## src/rtl/cpuif_pkg.sv

```systemverilog
package cpuif_pkg;
    localparam int ID_W   = 10;
    localparam int PRIO_W = 8;

    typedef logic [ID_W-1:0]   irq_id_t;
    typedef logic [PRIO_W-1:0] prio_t;

    localparam irq_id_t SPURIOUS_ID = irq_id_t'(1023);
    localparam prio_t   IDLE_PRIO   = prio_t'(8'hFF);

    typedef enum logic [2:0] {
        REG_CTRL  = 3'd0,
        REG_MASK  = 3'd1,
        REG_ACK   = 3'd2,
        REG_EOI   = 3'd3,
        REG_DEACT = 3'd4,
        REG_RUN   = 3'd5
    } reg_sel_e;

    typedef struct packed {
        irq_id_t id;
        prio_t   prio;
    } stk_entry_t;

    typedef struct packed {
        logic    busy;
        logic    dropped;
        irq_id_t id;
    } act_entry_t;

    function automatic logic beats(input prio_t cand, input prio_t ref_p);
        return cand < ref_p;
    endfunction
endpackage

```

## src/rtl/prio_stack.sv

```systemverilog
module prio_stack
    import cpuif_pkg::*;
#(
    parameter int DEPTH = 8
) (
    input  logic       clk,
    input  logic       rst,
    input  logic       push,
    input  stk_entry_t push_e,
    input  logic       pop,
    output stk_entry_t top_e,
    output logic       empty,
    output logic       full
);
    localparam int CW = $clog2(DEPTH + 1);
    localparam int IW = (DEPTH > 1) ? $clog2(DEPTH) : 1;

    stk_entry_t     mem [DEPTH];
    logic [CW-1:0]  cnt;

    assign empty = (cnt == '0);
    assign full  = (cnt == CW'(DEPTH));
    assign top_e = empty ? '0 : mem[IW'(cnt - CW'(1))];

    always_ff @(posedge clk) begin
        if (rst)
            cnt <= '0;
        else if (push && !full)
            cnt <= cnt + CW'(1);
        else if (pop && !empty)
            cnt <= cnt - CW'(1);
    end

    for (genvar g = 0; g < DEPTH; g++) begin : g_slot
        always_ff @(posedge clk) begin
            if (push && !full && cnt == CW'(g))
                mem[g] <= push_e;
        end
    end

    // never pushed beyond capacity
    a_r9_no_push_full: assert property (@(posedge clk) disable iff (rst) push |-> !full);
    // drops only happen with something stacked
    a_r8_pop_nonempty: assert property (@(posedge clk) disable iff (rst) pop |-> !empty);
    a_r8_count_bound:  assert property (@(posedge clk) disable iff (rst) cnt <= CW'(DEPTH));
endmodule

```

## src/rtl/act_table.sv

```systemverilog
module act_table
    import cpuif_pkg::*;
#(
    parameter int DEPTH = 8
) (
    input  logic    clk,
    input  logic    rst,
    input  logic    alloc,
    input  irq_id_t alloc_id,
    input  irq_id_t key_id,
    input  logic    mark,
    input  logic    release_k,
    output logic    full,
    output logic    key_hit,
    output logic    key_dropped
);
    localparam int IW = (DEPTH > 1) ? $clog2(DEPTH) : 1;

    act_entry_t       slot [DEPTH];
    logic [DEPTH-1:0] hit;
    logic [DEPTH-1:0] busy_v;
    logic [IW-1:0]    free_idx;

    always_comb begin
        free_idx    = '0;
        key_dropped = 1'b0;
        for (int i = DEPTH - 1; i >= 0; i--) begin
            busy_v[i] = slot[i].busy;
            hit[i]    = slot[i].busy && (slot[i].id == key_id);
            if (!slot[i].busy) free_idx = IW'(i);
            if (hit[i] && slot[i].dropped) key_dropped = 1'b1;
        end
        full    = &busy_v;
        key_hit = |hit;
    end

    for (genvar g = 0; g < DEPTH; g++) begin : g_slot
        always_ff @(posedge clk) begin
            if (rst)
                slot[g] <= '0;
            else if (alloc && !full && free_idx == IW'(g))
                slot[g] <= '{busy: 1'b1, dropped: 1'b0, id: alloc_id};
            else if (hit[g] && release_k)
                slot[g].busy <= 1'b0;
            else if (hit[g] && mark)
                slot[g].dropped <= 1'b1;
        end
    end

    // allocation only with a free slot
    a_r9_alloc_room: assert property (@(posedge clk) disable iff (rst) alloc |-> !full);
endmodule

```

## src/rtl/irq_cpu_if.sv

```systemverilog
module irq_cpu_if
    import cpuif_pkg::*;
#(
    parameter int DEPTH = 8
) (
    input  logic        clk,
    input  logic        rst,
    input  logic        dist_valid,
    input  logic [9:0]  dist_id,
    input  logic [7:0]  dist_prio,
    output logic        irq,
    input  logic        reg_en,
    input  logic        reg_we,
    input  logic [2:0]  reg_addr,
    input  logic [31:0] reg_wdata,
    output logic [31:0] reg_rdata,
    output logic        ack_pulse,
    output logic [9:0]  ack_id,
    output logic        deact_pulse,
    output logic [9:0]  deact_id
);
    logic       ctrl_en, ctrl_split;
    prio_t      mask_q;
    logic       irq_q;
    stk_entry_t top_e;
    logic       stk_empty, stk_full;
    logic       act_full, key_hit, key_dropped;
    prio_t      run_prio;
    logic       eligible, rd, wr, ack_take, eoi_hit, deact_hit, upper_zero;
    logic       mark, release_k;
    reg_sel_e   sel;

    assign sel        = reg_sel_e'(reg_addr);
    assign rd         = reg_en && !reg_we;
    assign wr         = reg_en && reg_we;
    assign upper_zero = (reg_wdata[31:ID_W] == '0);
    assign run_prio   = stk_empty ? IDLE_PRIO : top_e.prio;

    assign eligible = dist_valid && ctrl_en && beats(dist_prio, mask_q)
                      && beats(dist_prio, run_prio) && !act_full && !stk_full;
    assign ack_take = rd && sel == REG_ACK && eligible;
    assign eoi_hit  = wr && sel == REG_EOI && upper_zero && !stk_empty
                      && reg_wdata[ID_W-1:0] == top_e.id;
    assign deact_hit = wr && sel == REG_DEACT && upper_zero && key_hit && key_dropped;
    assign mark      = eoi_hit && ctrl_split;
    assign release_k = (eoi_hit && !ctrl_split) || deact_hit;

    prio_stack #(.DEPTH(DEPTH)) u_stack (
        .clk    (clk),
        .rst    (rst),
        .push   (ack_take),
        .push_e ('{id: dist_id, prio: dist_prio}),
        .pop    (eoi_hit),
        .top_e  (top_e),
        .empty  (stk_empty),
        .full   (stk_full)
    );

    act_table #(.DEPTH(DEPTH)) u_active (
        .clk         (clk),
        .rst         (rst),
        .alloc       (ack_take),
        .alloc_id    (dist_id),
        .key_id      (reg_wdata[ID_W-1:0]),
        .mark        (mark),
        .release_k   (release_k),
        .full        (act_full),
        .key_hit     (key_hit),
        .key_dropped (key_dropped)
    );

    always_ff @(posedge clk) begin
        if (rst) begin
            ctrl_en    <= 1'b0;
            ctrl_split <= 1'b0;
            mask_q     <= '0;
            irq_q      <= 1'b0;
        end else begin
            irq_q <= eligible && !ack_take;
            if (wr && sel == REG_CTRL) begin
                ctrl_en    <= reg_wdata[0];
                ctrl_split <= reg_wdata[1];
            end
            if (wr && sel == REG_MASK)
                mask_q <= reg_wdata[PRIO_W-1:0];
        end
    end

    always_comb begin
        reg_rdata = '0;
        if (rd) begin
            unique case (sel)
                REG_CTRL: reg_rdata = {30'd0, ctrl_split, ctrl_en};
                REG_MASK: reg_rdata = {24'd0, mask_q};
                REG_ACK:  reg_rdata = {22'd0, ack_take ? dist_id : SPURIOUS_ID};
                REG_RUN:  reg_rdata = {24'd0, run_prio};
                default:  reg_rdata = '0;
            endcase
        end
    end

    assign irq         = irq_q;
    assign ack_pulse   = ack_take;
    assign ack_id      = dist_id;
    assign deact_pulse = release_k;
    assign deact_id    = reg_wdata[ID_W-1:0];

    // request is withdrawn right after being claimed
    a_r3_irq_low_after_ack: assert property (@(posedge clk) disable iff (rst)
        ack_take |=> !irq);
    // no request without the enable bit in the previous cycle
    a_r2_irq_needs_enable: assert property (@(posedge clk) disable iff (rst)
        irq |-> $past(ctrl_en));
    // an unmatched end-of-interrupt leaves the running priority alone
    a_r5_bad_eoi_keeps_run: assert property (@(posedge clk) disable iff (rst)
        (wr && sel == REG_EOI && !eoi_hit) |=> $stable(run_prio));
    // a split drop always marks a present, not-yet-dropped entry
    a_r7_mark_consistent: assert property (@(posedge clk) disable iff (rst)
        mark |-> (key_hit && !key_dropped));
endmodule

```

## config.mk

```make
export PLATFORM = sky130hd
export DESIGN_NAME = irq_cpu_if
export DESIGN_NICKNAME = d
export VERILOG_FILES = /design/src/rtl/cpuif_pkg.sv /design/src/rtl/prio_stack.sv /design/src/rtl/act_table.sv /design/src/rtl/irq_cpu_if.sv
export SDC_FILE = /design/constraint.sdc
export NUM_CORES = 1
export LEC_CHECK = 0
export ABC_AREA = 1
export ABC_CLOCK_PERIOD_IN_PS = 13800
export BUFFER_PORTS_ARGS = -buffer_cell sky130_fd_sc_hd__buf_4
export CORE_ASPECT_RATIO = 1.2
export CORE_MARGIN = 4
export CORE_UTILIZATION = 65
export DETAILED_ROUTE_END_ITERATION = 6
export PLACE_DENSITY = 0.86
export SETUP_SLACK_MARGIN = 0.02
export SYNTH_ARGS = -nofsm -noshare
export SYNTH_HDL_FRONTEND = slang
export SYNTH_SLANG_ARGS = --single-unit
```

## constraint.sdc

```tcl
create_clock -name clk -period 13.8 [get_ports clk]
set_input_delay 2.76 -clock clk [delete_from_list [all_inputs] [get_ports clk]]
set_output_delay 2.76 -clock clk [all_outputs]
set_load 0.005 [all_outputs]
```

After elaboration in Yosys (flattened, before gate mapping):

Memory sizes are Yosys's and may differ from the RTL's.
Index checks and enable logic that the tools add are counted.

* add/sub/neg operators: 2
* magnitude comparators: 2
* equal/unequal tests: 29
* mux-type cells: 182
* bitwise gates (word level): 24
* reductions and logical operators: 94

Operator list (count)
* 2-to-1 mux 1 bit: 145
* 2-to-1 mux 18 bit: 8
* OR reduction 18 bit: 7
* 2-to-1 mux 12 bit: 8
* equality test 10 bit: 9
* logical AND 1 bit: 73
* 2-to-1 mux 3 bit: 15
* one-hot mux 10 bit (4 select lines): 1
* OR 1 bit: 24
* logical NOT 22 bit: 1
* 2-to-1 mux 10 bit: 2
* equality test 3 bit, second input constant: 6
* equality test 4 x 3 -> 1 bit, second input constant: 4
* less-than comparator 8 bit: 2
* equality test 3 x 2 -> 1 bit, second input constant: 4
* equality test 4 x 2 -> 1 bit, second input constant: 2
* 2-to-1 mux 4 bit: 2
* 2-to-1 mux 8 bit: 1
* AND reduction 8 bit: 1
* OR reduction 8 bit: 1
* equality test 3 x 1 -> 1 bit, second input constant: 2
* logical NOT 1 bit: 6
* logical NOT 3 bit: 2
* adder 4 x 1 -> 4 bit, second input constant: 1
* 6 further kinds: 6

* flip-flop bits (word level): 15
* bits in writable memories: 240
* bits of input ports: 58
* output and inout port bits: 55
* logic and storage cells: 340
* memories kept: 2

Memory list
* u_stack.mem: depth 8, bits a word 18, read ports 1, clocked after Yosys merged registers in 0, wr ports 1, line prio_stack.sv:18 `stk_entry_t mem [DEPTH];`
* u_active.slot: depth 8, bits a word 12, read ports 8, clocked after Yosys merged registers in 0, wr ports 8, line act_table.sv:19 `act_entry_t slot [DEPTH];`

Depth between registers and ports, before layout:

An unclocked memory read counts as a cell.

* depth in word-level cells: 21
* gate-level depth with buffers: 27
* mapped depth without buffers: 21

Modules after synthesis:

A second synthesis with hierarchy kept.

* cells, all modules: 1420
* area total of the unflattened synthesis: 13051.3 sq um

Modules (own cells, without submodules)
* prio_stack: instances 1, cells each 491, area an instance 6029.5 sq um, sequential area each 4404.2 sq um
* act_table: instances 1, cells each 653, area an instance 5306.3 sq um, sequential area each 2882.8 sq um
* irq_cpu_if: instances 1, cells each 276, area an instance 1715.4 sq um, sequential area each 220.2 sq um

Least setup slack after synthesis:

No wires, ideal clock.

* path kind: input to output
* from: input dist_prio[7]
* to: output reg_rdata[0]
* data arrival time: 4.306 ns
* slack: 6.734 ns
* stages on the path: 10
* path buffers: 1
* cells stage by stage: ha_1 > nand2_1 > nand2_1 > a311oi_1 > o211ai_1 > nor2_1 > nand3_4 > buf_2 > o21bai_1 > a21oi_1

* cells in the longest elaborated chain, start to end: 9
* elaborated cells between the ends (all ways): 10

RTL lines
* start: declaration: line irq_cpu_if.sv:10 `input logic [7:0] dist_prio,`
* less-than comparator 8 bit: line cpuif_pkg.sv:32 `return cand < ref_p;`
* logical AND 1 bit: line irq_cpu_if.sv:39 `assign eligible = dist_valid && ctrl_en && beats(dist_prio, mask_q)`
* logical AND 1 bit * (3 in series): line irq_cpu_if.sv:40 `&& beats(dist_prio, run_prio) && !act_full && !stk_full;`
* logical AND 1 bit *: line irq_cpu_if.sv:41 `assign ack_take = rd && sel == REG_ACK && eligible;`
* 2-to-1 mux 10 bit *: line irq_cpu_if.sv:95 `REG_ACK: reg_rdata = {22'd0, ack_take ? dist_id : SPURIOUS_ID};`
* one-hot mux 10 bit (4 select lines) *: line irq_cpu_if.sv:92 `unique case (sel)`
* 2-to-1 mux 10 bit *: line irq_cpu_if.sv:91 `if (rd) begin`
* end: declaration: line irq_cpu_if.sv:16 `output logic [31:0] reg_rdata,`

Every way passes the cells marked *; elsewhere a longest branch is shown, timed or not.

Worst setup path in the final report:

* from: register u_stack.cnt[0]
* to: output reg_rdata[1]

* cells in the longest elaborated chain, start to end: 12
* elaborated cells between the ends (all ways): 15

RTL lines
* start: declaration: line prio_stack.sv:19 `logic [CW-1:0] cnt;`
* start signal: assignment: line prio_stack.sv:29 `cnt <= cnt + CW'(1);`
* start signal: assignment: line prio_stack.sv:31 `cnt <= cnt - CW'(1);`
* subtractor 4 x 1 -> 4 bit: line prio_stack.sv:23 `assign top_e = empty ? '0 : mem[IW'(cnt - CW'(1))];`
* memory (8 x 18 bit)
* 2-to-1 mux 18 bit: line prio_stack.sv:23
* 2-to-1 mux 8 bit: line irq_cpu_if.sv:37 `assign run_prio = stk_empty ? IDLE_PRIO : top_e.prio;`
* less-than comparator 8 bit: line cpuif_pkg.sv:32
* logical AND 1 bit (3 in series): line irq_cpu_if.sv:40
* logical AND 1 bit: line irq_cpu_if.sv:41
* 2-to-1 mux 10 bit: line irq_cpu_if.sv:95
* one-hot mux 10 bit (4 select lines) *: line irq_cpu_if.sv:92
* 2-to-1 mux 10 bit *: line irq_cpu_if.sv:91

Marks and branches as above.

==> summary.txt <==
Power
  – Cell-internal power: 1.27 mW
  – Share of total power consumed by net switching: 23.1%
  – Combinational power share: 7.0%
  – Switch Pwr: 383 uW
  – Sequential group share of total power: 52.0%
  – PD cells: 110 nW/um2
  – Largest vdd supply drop: 0.0000940 V
  – Leak Pwr: 6.55 nW
  – Share of total power in the clock network: 41.0%

Cells and area
  – Area delta synth->final: 9.92%
  – Final Instance Count excl. Fillers: 1878
  – Layout cell share with drive strength beyond 1: 11.7%
  – Most used cells in the layout excluding fill and tap cells: 365 x sky130_fd_sc_hd__nand2_1, 240 x sky130_fd_sc_hd__edfxtp_1, 219 x sky130_fd_sc_hd__nor2_1, 186 x sky130_fd_sc_hd__inv_1, 104 x sky130_fd_sc_hd__nand3_1
  – Final layout net count: 1672
  – Leading cell type in the layout, fill and taps excluded: sky130_fd_sc_hd__nand2_1
  – Diodes inserted: 0
  – Fill cell total of the finished layout: 1466

Clock network
  – CTS tree: built
  – CTS max path bufs: 3
  – Post-CTS setup buffer count: 0
  – Worst-Skew Late Latency: 540 ps
  – Number of levels in the clock H-tree: 1
  – Number of clock buffers inserted by TritonCTS: 25
  – Sink Count: 255
  – Post-cts repair resize count: 0
  – Clock-pin slew on the worst setup and hold paths: 60 ps
  – Clock root buffer: sky130_fd_sc_hd__clkbuf_16
  – Hold Buf Count CTS: 0

Logic synthesis
  – Synth warnings: 0
  – Share of the synthesized area in compound gates (AO/OA/AOI/OAI): 5.85%
  – Share of synthesized cell area in full adder, half adder and majority cells: 1.73%
  – Post-synthesis sequential element count: 255
  – Synthesized instance count: 1546
  – Number of library cell types mapped by synthesis: 48
  – Xor-xnor portion of the synthesized cell area: 1.72%
  – Share of synthesized area spent on multiplexers: 0%
  – Average cell area after synthesis: 8.87 um2
  – Largest family of logic cells by synthesized area: simple AND/OR/NAND/NOR gates
  – Simple-gate share of the synthesized area: 25.9%
  – Cell Area, Synth: 13700 um2
  – Share of synthesized area occupied by flip-flops and latches: 54.7%

Timing
  – Time the worst path needs with I/O delays and setup: 7830 ps
  – Setup Total Neg Slack: 0 ps
  – Highest Clock Rate: 0.128 GHz
  – Period utilisation layout: 56.7%
  – Setup repair after global routing missed its margin: false
  – Max Slew Vio Count: 0
  – Number of endpoints failing setup at the final stage: 0
  – Worst setup skew after layout: 22.9 ps
  – Fin. Hold Viols: 0
  – Actual slew at the worst max-slew pin: 1230 ps
  – Final Worst Setup Slack: 5970 ps
  – Worst-case headroom to the max-slew limit: 18.2%

Floorplanning
  – Count of standard-cell rows: 57
  – Effective utilization at floorplan: 66.8%
  – Core footprint: 20500 um2
  – Area of the die: 23500 um2
  – Number of placed I/O pins: 113
  – Overall die width: 141 um
  – Vertical extent of the die: 167 um

Critical path
  – Crit Path Class: reg2out
  – Arrival time of the worst setup path: 5070 ps
  – Endpoint class of the critical path: output port
  – Worst setup path startpoint: u_stack.cnt[0]
  – Worst Setup Start Kind: flip-flop
  – Endpoint required time on the critical path: 11040 ps
  – Critical register-to-register path startpoint: u_stack.cnt[0]
  – Top fanout value on the critical path: 72

Min path
  – HP Start: ctrl_en
  – Worst Hold Class: reg2reg

Routing
  – Detailed-route wire length per cell: 20.7 um
  – Post-detailed-route DRC marker count: 0
  – Aggregate routed wire length: 38800 um
  – Vias: 11500
  – First-pass iteration count of the detailed router: 6
  – Drt via density: 6.13
  – Number of violations reported at the end of detailed-routing iteration 0: 1267
  – Number of nets with antenna violations after routing: 0

Global route
  – Vias in the first global route: 11000
  – Initial antenna violation count: 0
  – Total routing resource utilization after global routing: 31.9%
  – Remaining global-route overflow: 0
  – Wire length of the first global-routing pass: 58300 um
  – Maximum number of pins on one net before global-route repair: 81

Placement
  – Dpl ws: 6110 ps
  – Dpl cells: 1833
  – Final Wtd Congestion: 1.03
  – IO buf count: 90
  – Post-detail-place hpwl: 26300 um

Run status
  – Run status: finished clean

Run
  – Max-Cap Viols: 0
final cells by class:
cell class                 instances  area, um2  share of cell area, %
clock buffer                      31        668                   4.43
clock inverter                    14        133                  0.879
inverter                         194        732                   4.85
multi-input combinational       1018       4950                   32.8
sequential                       255       7510                   49.8
tap                              265        332                   2.20
timing repair buffer             101        758                   5.03
power groups by stage:
stage | logic (mW) | registers (mW) | clock network, mW
floorplan | 0.0688 | 0.875 | 0
global placement | 0.109 | 0.877 | 0
detailed placement | 0.111 | 0.878 | 0
CTS | 0.112 | 0.861 | 0.676
global route | 0.124 | 0.862 | 0.711
finish | 0.116 | 0.861 | 0.679
per-stage QoR:
step | area (um2) | util [%] | hold slack, ps | power, mW
floorplan | 13800 | - | 447 | 0.944
global placement | 14300 | 69.5 | 506 | 0.986
detailed placement | 14300 | 69.5 | 503 | 0.989
CTS | 15100 | 73.4 | 513 | 1.65
global route | 15100 | 73.4 | 513 | 1.70
finish | 15100 | 73.4 | 552 | 1.66
kinds of logic after synthesis:
family,count (synthesis)
other,1
buffers and inverters,294
adders and majority gates,19
xor gates and xnor gates,27
AOI/OAI and AO/OA,135
and+or+nand+nor,815
DFF,255
path summary, 6_finish.rpt:
check / to / slack [ps] / depth (start not counted)
setup / recovery: reg_rdata[1] / 5970 / 19
setup reg to reg: u_stack.mem[1][11] / 8190 / 18
hold reg to reg: ctrl_en / 550 / 2
hold / removal: ctrl_en / 550 / 2
worst max-delay path, cell delays in order, from the launching register on:
cell	delay, ps
sky130_fd_sc_hd__dfxtp_2	320
sky130_fd_sc_hd__inv_2	50
sky130_fd_sc_hd__buf_4	580
sky130_fd_sc_hd__ha_1	300
sky130_fd_sc_hd__nand2_1	100
sky130_fd_sc_hd__nand2_4	300
sky130_fd_sc_hd__inv_4	190
sky130_fd_sc_hd__a221o_1	300
sky130_fd_sc_hd__nand3_1	170
sky130_fd_sc_hd__inv_1	100
sky130_fd_sc_hd__ha_1	320
sky130_fd_sc_hd__nand2_1	80
sky130_fd_sc_hd__nand2_1	50
sky130_fd_sc_hd__a311oi_1	250
sky130_fd_sc_hd__o211ai_1	130
sky130_fd_sc_hd__nor2_1	300
sky130_fd_sc_hd__nand3_4	400
sky130_fd_sc_hd__o21bai_1	330
sky130_fd_sc_hd__a21oi_1	100
sky130_fd_sc_hd__buf_4	150
per-layer routing:
metal  up-vias  track usage (%)  wire (um)
met5         -                0          0
met4         0             16.8       2380
met3       185             6.45       4770
met1      5298             39.0      13000
met2       852             53.5      18700
li1       5170                -          -
sequential cells by signal (all words and copies together) (netlist names):
name	cells
irq	1
ctrl_en	1
u_stack.cnt	4
u_active.slot	96
ctrl_split	1
mask_q	8
u_stack.mem	144
cells in the mapped netlist, drive strengths merged:
cell type  number  area share, %
a221o          12           0.88
o21ai          42            1.5
and2            4           0.18
or2            12           0.55
a22oi           6           0.33
nand3b          2           0.11
nor3b           1          0.055
o21bai          8           0.44
edfxtp        240             53
a21oi          54            2.0
o211ai          4           0.22
a211oi          1          0.055
nor4            7           0.32
clkinv          4           0.12
a221oi          2           0.13
ha             19            1.7
xor2           19            1.2
a21o            1          0.055
conb            1          0.027
inv           190            5.2
nand2         368             10
o22ai           4           0.18
nor3           26           0.95
nor2          226            6.4
nand4          46            2.1
a311oi          1          0.064
clkbuf          6           0.17
xnor2           8           0.51
dfxtp          15            2.2
buf            94            4.5
and3            4           0.18
nand3         118            4.9
nor4b           1          0.064
No activity file was read; power rests on OpenSTA's default activity.
